## config.mk

```make
export PLATFORM = sky130hd
export DESIGN_NAME = vsync_code_decoder
export DESIGN_NICKNAME = d
export VERILOG_FILES = /design/src/rtl/vsd_pkg.sv /design/src/rtl/vsd_preamble.sv /design/src/rtl/vsd_status.sv /design/src/rtl/vsd_active.sv /design/src/rtl/vsync_code_decoder.sv
export SDC_FILE = /design/constraint.sdc
export NUM_CORES = 1
export LEC_CHECK = 0
export ABC_AREA = 1
export BUFFER_PORTS_ARGS = -buffer_cell sky130_fd_sc_hd__buf_2
export CAP_MARGIN = 5
export CORE_UTILIZATION = 54
export CTS_CLUSTER_DIAMETER = 120
export CTS_CLUSTER_SIZE = 40
export DETAILED_ROUTE_END_ITERATION = 7
export PLACE_DENSITY = 0.88
export SYNTH_ARGS = -nofsm -noshare
export SYNTH_HDL_FRONTEND = slang
export SYNTH_HIERARCHICAL = 1
export SYNTH_SLANG_ARGS = --single-unit
```

## constraint.sdc

```tcl
create_clock -name clk -period 3.4 [get_ports clk]
set_clock_uncertainty 0.05 [all_clocks]
set_input_delay 0.51 -clock clk [delete_from_list [all_inputs] [get_ports clk]]
set_output_delay 0.51 -clock clk [all_outputs]
set_load 0.02 [all_outputs]
```

## src/rtl/vsd_pkg.sv

```systemverilog
package vsd_pkg;
  localparam int CW = 8;
  localparam logic [CW-1:0] SYNC_HI = 8'hFF;
  localparam logic [CW-1:0] SYNC_LO = 8'h00;

  typedef enum logic [1:0] {M_IDLE, M_FF, M_FF0, M_FF00} match_e;

  typedef struct packed {
    logic f;
    logic v;
    logic h;
  } flags_t;

  function automatic logic [3:0] guard_bits(input flags_t x);
    return {x.v ^ x.h, x.f ^ x.h, x.f ^ x.v, x.f ^ x.v ^ x.h};
  endfunction

  function automatic flags_t status_flags(input logic [CW-1:0] w);
    flags_t x;
    x.f = w[6];
    x.v = w[5];
    x.h = w[4];
    return x;
  endfunction

  function automatic logic status_word_ok(input logic [CW-1:0] w);
    return w[7] && (w[3:0] == guard_bits(status_flags(w)));
  endfunction
endpackage

```

## src/rtl/vsd_preamble.sv

```systemverilog
module vsd_preamble
  import vsd_pkg::*;
(
  input  logic          clk,
  input  logic          rst_n,
  input  logic [CW-1:0] word,
  output logic          status_slot,
  output logic          code_slot
);
  match_e st_q, st_d;
  logic   is_hi, is_lo, mid_pre;

  assign is_hi   = (word == SYNC_HI);
  assign is_lo   = (word == SYNC_LO);
  assign mid_pre = (st_q == M_FF) || (st_q == M_FF0);

  always_comb begin
    st_d = M_IDLE;
    if (is_hi)                       st_d = M_FF;
    else if (st_q == M_FF  && is_lo) st_d = M_FF0;
    else if (st_q == M_FF0 && is_lo) st_d = M_FF00;
  end

  always_ff @(posedge clk) begin
    if (!rst_n) st_q <= M_IDLE;
    else        st_q <= st_d;
  end

  assign status_slot = (st_q == M_FF00);
  assign code_slot   = status_slot || is_hi || (mid_pre && is_lo);
endmodule

```

## src/rtl/vsd_status.sv

```systemverilog
module vsd_status
  import vsd_pkg::*;
(
  input  logic          clk,
  input  logic          rst_n,
  input  logic          status_slot,
  input  logic [CW-1:0] word,
  output flags_t        flags,
  output logic          sav,
  output logic          eav,
  output logic          perr,
  output logic          act_en
);
  flags_t in_f;
  logic   ok, take;

  assign in_f = status_flags(word);
  assign ok   = status_word_ok(word);
  assign take = status_slot && ok;

  always_ff @(posedge clk) begin
    if (!rst_n) begin
      flags  <= '{f: 1'b0, v: 1'b1, h: 1'b1};
      act_en <= 1'b0;
      sav    <= 1'b0;
      eav    <= 1'b0;
      perr   <= 1'b0;
    end else begin
      sav  <= take && !in_f.h;
      eav  <= take && in_f.h;
      perr <= status_slot && !ok;
      if (take) begin
        flags  <= in_f;
        act_en <= !in_f.h && !in_f.v;
      end
    end
  end
endmodule

```

## src/rtl/vsd_active.sv

```systemverilog
module vsd_active
  import vsd_pkg::*;
(
  input  logic          clk,
  input  logic          rst_n,
  input  logic          act_en,
  input  logic          code_slot,
  input  logic          dual_lane,
  input  logic [CW-1:0] luma8,
  input  logic [CW-1:0] chroma8,
  output logic          valid,
  output logic [CW-1:0] luma_q,
  output logic [CW-1:0] chroma_q
);
  logic pass;
  assign pass = act_en && !code_slot;

  always_ff @(posedge clk) begin
    if (!rst_n) begin
      valid    <= 1'b0;
      luma_q   <= '0;
      chroma_q <= '0;
    end else begin
      valid <= pass;
      if (pass) begin
        luma_q   <= luma8;
        chroma_q <= dual_lane ? chroma8 : '0;
      end
    end
  end
endmodule

```

## src/rtl/vsync_code_decoder.sv

```systemverilog
module vsync_code_decoder
  import vsd_pkg::*;
#(
  parameter int LANE_W = 10
) (
  input  logic              clk,
  input  logic              rst_n,
  input  logic              dual_lane,
  input  logic [LANE_W-1:0] luma_in,
  input  logic [LANE_W-1:0] chroma_in,
  output logic              field_o,
  output logic              vblank_o,
  output logic              hblank_o,
  output logic              sav_o,
  output logic              eav_o,
  output logic              prot_err_o,
  output logic              act_valid_o,
  output logic [7:0]        act_luma_o,
  output logic [7:0]        act_chroma_o
);
  localparam int DROP_W = LANE_W - CW;

  logic [CW-1:0] luma8, chroma8;
  logic          status_slot, code_slot, act_en;
  flags_t        flags;

  assign luma8   = luma_in[LANE_W-1 -: CW];
  assign chroma8 = chroma_in[LANE_W-1 -: CW];

  generate
    if (DROP_W > 0) begin : g_drop
      logic unused_low;
      assign unused_low = ^{luma_in[DROP_W-1:0], chroma_in[DROP_W-1:0]};
    end
  endgenerate

  vsd_preamble u_pre (
    .clk(clk), .rst_n(rst_n), .word(luma8),
    .status_slot(status_slot), .code_slot(code_slot)
  );

  vsd_status u_stat (
    .clk(clk), .rst_n(rst_n), .status_slot(status_slot), .word(luma8),
    .flags(flags), .sav(sav_o), .eav(eav_o), .perr(prot_err_o), .act_en(act_en)
  );

  vsd_active u_act (
    .clk(clk), .rst_n(rst_n), .act_en(act_en), .code_slot(code_slot),
    .dual_lane(dual_lane), .luma8(luma8), .chroma8(chroma8),
    .valid(act_valid_o), .luma_q(act_luma_o), .chroma_q(act_chroma_o)
  );

  assign field_o  = flags.f;
  assign vblank_o = flags.v;
  assign hblank_o = flags.h;
endmodule

```

* After elaboration in Yosys (flattened, before gate mapping) *
Cells that the tools add are included.

cells by class
  eq/ne operators = 5
  mux-type cells = 4
  bitwise operators = 5
  reduce and logical (&&, ||, !) cells = 19

operator list
  cell                number
  $logic_and 1x1->1   10
  $eq 8x8->1 const B  1
  $logic_not 8->1     1
  $mux 8              1
  $eq 2x2->1 const B  2
  $eq 4x4->1          1
  $logic_not 1->1     4
  $mux 2              2
  $xor 1x1->1         4
  $logic_or 1x1->1    3
  $eq 2x1->1 const B  1
  $reduce_or 2->1     1
  $mux 1              1
  $not 1->1           1

storage, ports and cells
  register bits after elaboration = 26
  bits of input ports = 23

* Logic depth before layout (Yosys ltp) *
  depth after elaboration = 6
  mapped depth = 13
  depth with buffers taken out = 12

* Hierarchy *
Netlist, hierarchy kept.

by module, submodules not included
  module        times used  cells each  area an instance (µm²)  seq. area each (µm²)
  vsd_active    1           124         813.3                   340.3
  vsd_status    1           60          430.4                   140.1
  vsd_preamble  1           31          185.2                   40.0

* Least setup slack after synthesis *
OpenSTA, ideal clock, no wires.

  path kind = input-to-reg
  start = input luma_in[6]
  end = register, netlist name u_stat/flags[0]
  data arrival time = 1.535 ns
  slack = 1.693 ns
  cell stages on the path = 12
  buffers on the path = 1
  path through = buf_6 -> inv_4 -> ha_1 -> inv_1 -> nand2_1 -> nand2_1 -> nor2_1 -> nand2_2 -> nor2_8 -> nand3_4 -> nand2_1 -> nand3_1

between the ends
  longest elaborated chain between the ends = 4

ends and longest elaborated chain
  what               line                     text
  from (decl)        vsync_code_decoder.sv:9  input logic [LANE_W-1:0] luma_in,
  $xor 1x1->1        vsd_pkg.sv:15            return {x.v ^ x.h, x.f ^ x.h, x.f ^ x.v, x.f ^ x.v ^ x.h};
  $eq 4x4->1         vsd_pkg.sv:27            return w[7] && (w[3:0] == guard_bits(status_flags(w)));
  $logic_and 1x1->1  vsd_pkg.sv:27
  $logic_and 1x1->1  vsd_status.sv:19         assign take = status_slot && ok;

Several ways; a longest one is shown, not always the timed one.
A chain may end at the register's enable or synchronous reset.

* Final worst setup path *
  start = register u_pre.st_q[0]
  end = register u_act.chroma_q[0]

between the ends
  longest elaborated chain between the ends = 6

ends and longest elaborated chain
  what                                      line                      text
  from (decl)                               vsd_preamble.sv:10        match_e st_q, st_d;
  from (signal assigned)                    vsd_preamble.sv:26        else st_q <= st_d;
  $eq 2x1->1 or $eq 2x2->1 (tied branches)  vsd_preamble.sv:15        assign mid_pre = (st_q == M_FF) || (st_q == M_FF0);
  $logic_or 1x1->1                          vsd_preamble.sv:15
  $logic_and 1x1->1                         vsd_preamble.sv:30        assign code_slot = status_slot || is_hi || (mid_pre && is_lo);
  $logic_or 1x1->1 *                        vsd_preamble.sv:30
  via code_slot                             vsync_code_decoder.sv:24  logic status_slot, code_slot, act_en;
  $logic_not 1->1 *                         vsd_active.sv:16          assign pass = act_en && !code_slot;
  $logic_and 1x1->1 *                       vsd_active.sv:16
  to (signal assigned)                      vsd_active.sv:27          chroma_q <= dual_lane ? chroma8 : '0;
  to (decl)                                 vsd_active.sv:13          output logic [CW-1:0] chroma_q

The timed path passes the listed nets; every way through them passes the cells marked *.

==> flow_summary.json <==
{
  "clock-sinks": 26,
  "synthesis.area_per_instance_um2": 6.646,
  "drive_above_1_share": 0.2362,
  "root_buffer_cell": "sky130_fd_sc_hd__clkbuf_4",
  "global_route_wire_length_before_repair_um": 4360,
  "synth_area_leaders": "sky130_fd_sc_hd__dfxtp_1, sky130_fd_sc_hd__nand2_1, sky130_fd_sc_hd__nor2_1",
  "global_route.overflow_total": 0,
  "netlist_area_um2": 1429,
  "clock_latency_ns": 0.33,
  "cts.path.max_buffers": 2,
  "placementRows": 18,
  "cp_data_arrival_time_ns": 1.85,
  "chipWidth_um": 53.44,
  "setup_viol": 0,
  "critPathMaxFanout": 17,
  "timing.critical_path.cells": "inv_1 > ha_1 > inv_1 > a21oi_1 > nand2_1 > inv_4 > nand2_8 > nand2_1 > nand2_1 > nor2_1",
  "avgViaCountPerCell": 4.521,
  "max_cap_viol_count": 0,
  "final_antenna_net_count": 0,
  "detail_route.wirelength_um": 2597,
  "globalRouteTotalUtil": 0.2101,
  "power_leakage_nw": 0.9754,
  "drt_first_pass_iters": 4,
  "antenna_found_initial": 0,
  "tritoncts.num_buffers": 3,
  "cell_family_with_most_cp_delay": "simple AND/OR/NAND/NOR gates",
  "vias": 1284,
  "drcViolationCount": 0,
  "critPathCaptureType": "register",
  "worst-slew-pin-transition_ns": 0.4749,
  "initialDrtViolationCount": 12,
  "cp.required_ns": 3.63,
  "hold_ws_ns": 0.4140,
  "design.portCount": 46,
  "syn2layout_area_growth_pct": 16.64,
  "fin_crit_sh": 0.4747,
  "critical_path.startpoint_type": "register",
  "hold_viol_final": 0,
  "nets": 282,
  "report.final.slew_viol_count": 0,
  "cp_slowest_cell": "sky130_fd_sc_hd__dfxtp_1",
  "status": "finished clean",
  "die_h_um": 53.44,
  "grt_start_max_net_pins": 25,
  "tritoncts": "done",
  "detailedPlacementHpwl_um": 1948,
  "die-area_um2": 2856,
  "diodes": 0,
  "coreArea_um2": 2500,
  "yosys_register_bits": 26,
  "synth_warn": 6,
  "htree_levels": 1,
  "yosysTopAreaCell": "sky130_fd_sc_hd__dfxtp_1",
  "synth_top_area_share": 0.3643,
  "grt_pass1_vias": 1053,
  "netlist-cell-type-count": 25,
  "effective_utilization_at_floorplan": 0.5716,
  "classification_of_the_worst_setup_path": "register to register",
  "wl_per_cell_um": 9.144,
  "critical_path.most_common_cell": "sky130_fd_sc_hd__nand2_1",
  "port-buffer-count": 41,
  "ctsResizeCount": 0,
  "max_stage_delay_ns": 0.39,
  "synthesis.instances": 215,
  "summed_negative_setup_slack_over_all_endpoints_ns": 0,
  "slew_headroom": 0.6830,
  "r2r_slack_ns": 1.79,
  "rsz0062_at_grt": "no",
  "cp.buffers_inverters": 3,
  "ys_seq_area_frac": 0.3643,
  "finalWeightedCongestion": 0.8421,
  "hp-start": "chroma_in[6]",
  "cts_setup_buffers": 0,
  "synthesis.nets": 242,
  "holdBufCountCts": 0,
  "worstSetupStartpoint": "u_pre/st_q[0]",
  "clock_period_minus_worst_slack_ns": 1.614,
  "power_density_nw_per_um2": 347.1,
  "clkSlewWorstSetupHoldPaths_ns": 0.14,
  "critical_path.reg2reg.startpoint": "u_pre/st_q[0]",
  "hold_path_class": "input pin to register",
  "worst_vdd_ir_v": 0.0002405,
  "fmax_ghz": 0.6196
}
[final timing paths]
path,end,depth (start not counted)
max,u_act/chroma_q[0],10
min,u_act/chroma_q[4],5
min reg2reg,u_stat/flags[1],2
max reg2reg,u_act/chroma_q[0],10
[synthesized netlist by cell type]
library cell,count
sky130_fd_sc_hd__nand3_1,11
sky130_fd_sc_hd__nor2_1,44
sky130_fd_sc_hd__buf_12,1
sky130_fd_sc_hd__xnor2_1,1
sky130_fd_sc_hd__buf_2,3
sky130_fd_sc_hd__o21ai_1,1
sky130_fd_sc_hd__nand2_2,5
sky130_fd_sc_hd__nand2_8,1
sky130_fd_sc_hd__buf_6,2
sky130_fd_sc_hd__ha_1,4
sky130_fd_sc_hd__a21oi_1,2
sky130_fd_sc_hd__nand4_1,4
sky130_fd_sc_hd__nor2_4,1
sky130_fd_sc_hd__a21oi_2,1
sky130_fd_sc_hd__nor3_1,1
sky130_fd_sc_hd__dfxtp_1,26
sky130_fd_sc_hd__nand3b_1,1
sky130_fd_sc_hd__nand2_1,56
sky130_fd_sc_hd__and2_1,1
sky130_fd_sc_hd__nand3_4,1
sky130_fd_sc_hd__inv_4,2
sky130_fd_sc_hd__nor2_2,3
sky130_fd_sc_hd__xor2_1,1
sky130_fd_sc_hd__inv_1,41
sky130_fd_sc_hd__nor2_8,1
[layer usage]
metal	up-vias	share of wire	GRT usage
met4	0	0.011	0.07895
li1	710	-	-
met1	546	0.47	0.2595
met3	4	0.034	0.03448
met5	-	0	0
met2	24	0.49	0.3583
[state kept, by name, indices dropped and copies added, names as in the netlist]
register,cells
u_stat/flags,3
u_stat/sav,1
u_stat/perr,1
u_act/valid,1
u_act/chroma_q,8
u_stat/eav,1
u_act/luma_q,8
u_pre/st_q,2
u_stat/act_en,1
[report_power, final]
| group | total, mW | switching (mW) | internal, mW |
|---|---|---|---|
| logic | 0.0590 | 0.0379 | 0.0211 |
| registers | 0.305 | 0.0000186 | 0.305 |
| clock network | 0.215 | 0.0954 | 0.119 |
[cell families (layout without fill, tap and decap cells)]
group                      count (synthesis)  after routing  synth area share
AOI/OAI and AO/OA                          4              4           0.01664
xor gates and xnor gates                   2              2           0.01226
adders and majority gates                  4              4           0.03503
buffers and inverters                     49             88            0.1567
DFF                                       26             26            0.3643
and+or+nand+nor                          130            130            0.4151
[area by class of cell]
cell class	count	area, um2
Fill cell	221	833.3
Multi-Input combinational cell	140	684.4
Sequential cell	26	520.5
Timing Repair Buffer	41	205.2
Inverter	43	166.4
Tap cell	30	37.54
Clock inverter	1	30.03
Clock buffer	3	22.52
[worst min-delay path, stage by stage]
cell,delay [ns]
sky130_fd_sc_hd__buf_2,0.07
sky130_fd_sc_hd__nand2_1,0.04
sky130_fd_sc_hd__inv_1,0.04
sky130_fd_sc_hd__nor2_1,0.03
sky130_fd_sc_hd__nor2_1,0.08
[metrics by stage]
| stage | worst slack, ns | util | std cells | total power [mW] | cell area (um2) |
|---|---|---|---|---|---|
| after floorplan | 1.693 | - | 215 | 0.3518 | 1429 |
| after global placement | 1.453 | 0.6456 | 280 | 0.3697 | 1614 |
| after detailed placement | 1.430 | 0.6456 | 280 | 0.3704 | 1614 |
| after CTS | 1.771 | 0.6667 | 284 | 0.5841 | 1667 |
| after global routing | 1.553 | 0.6667 | 284 | 0.6069 | 1667 |
| final | 1.786 | 0.6667 | 284 | 0.5785 | 1667 |
[placed cells by master (no fill, tap or decap), types with 2 or more instances in the layout]
cell type | Yosys | final
sky130_fd_sc_hd__nand3_1 | 11 | 11
sky130_fd_sc_hd__nor2_2 | 3 | 3
sky130_fd_sc_hd__nor2_1 | 44 | 44
sky130_fd_sc_hd__dfxtp_1 | 26 | 26
sky130_fd_sc_hd__ha_1 | 4 | 4
sky130_fd_sc_hd__nand2_2 | 5 | 5
sky130_fd_sc_hd__buf_2 | 3 | 41
sky130_fd_sc_hd__inv_4 | 2 | 2
sky130_fd_sc_hd__clkbuf_4 | 0 | 3
sky130_fd_sc_hd__a21oi_1 | 2 | 2
sky130_fd_sc_hd__inv_1 | 41 | 41
sky130_fd_sc_hd__nand4_1 | 4 | 4
sky130_fd_sc_hd__nand2_1 | 56 | 56
No activity file was read; power rests on OpenSTA's default activity.
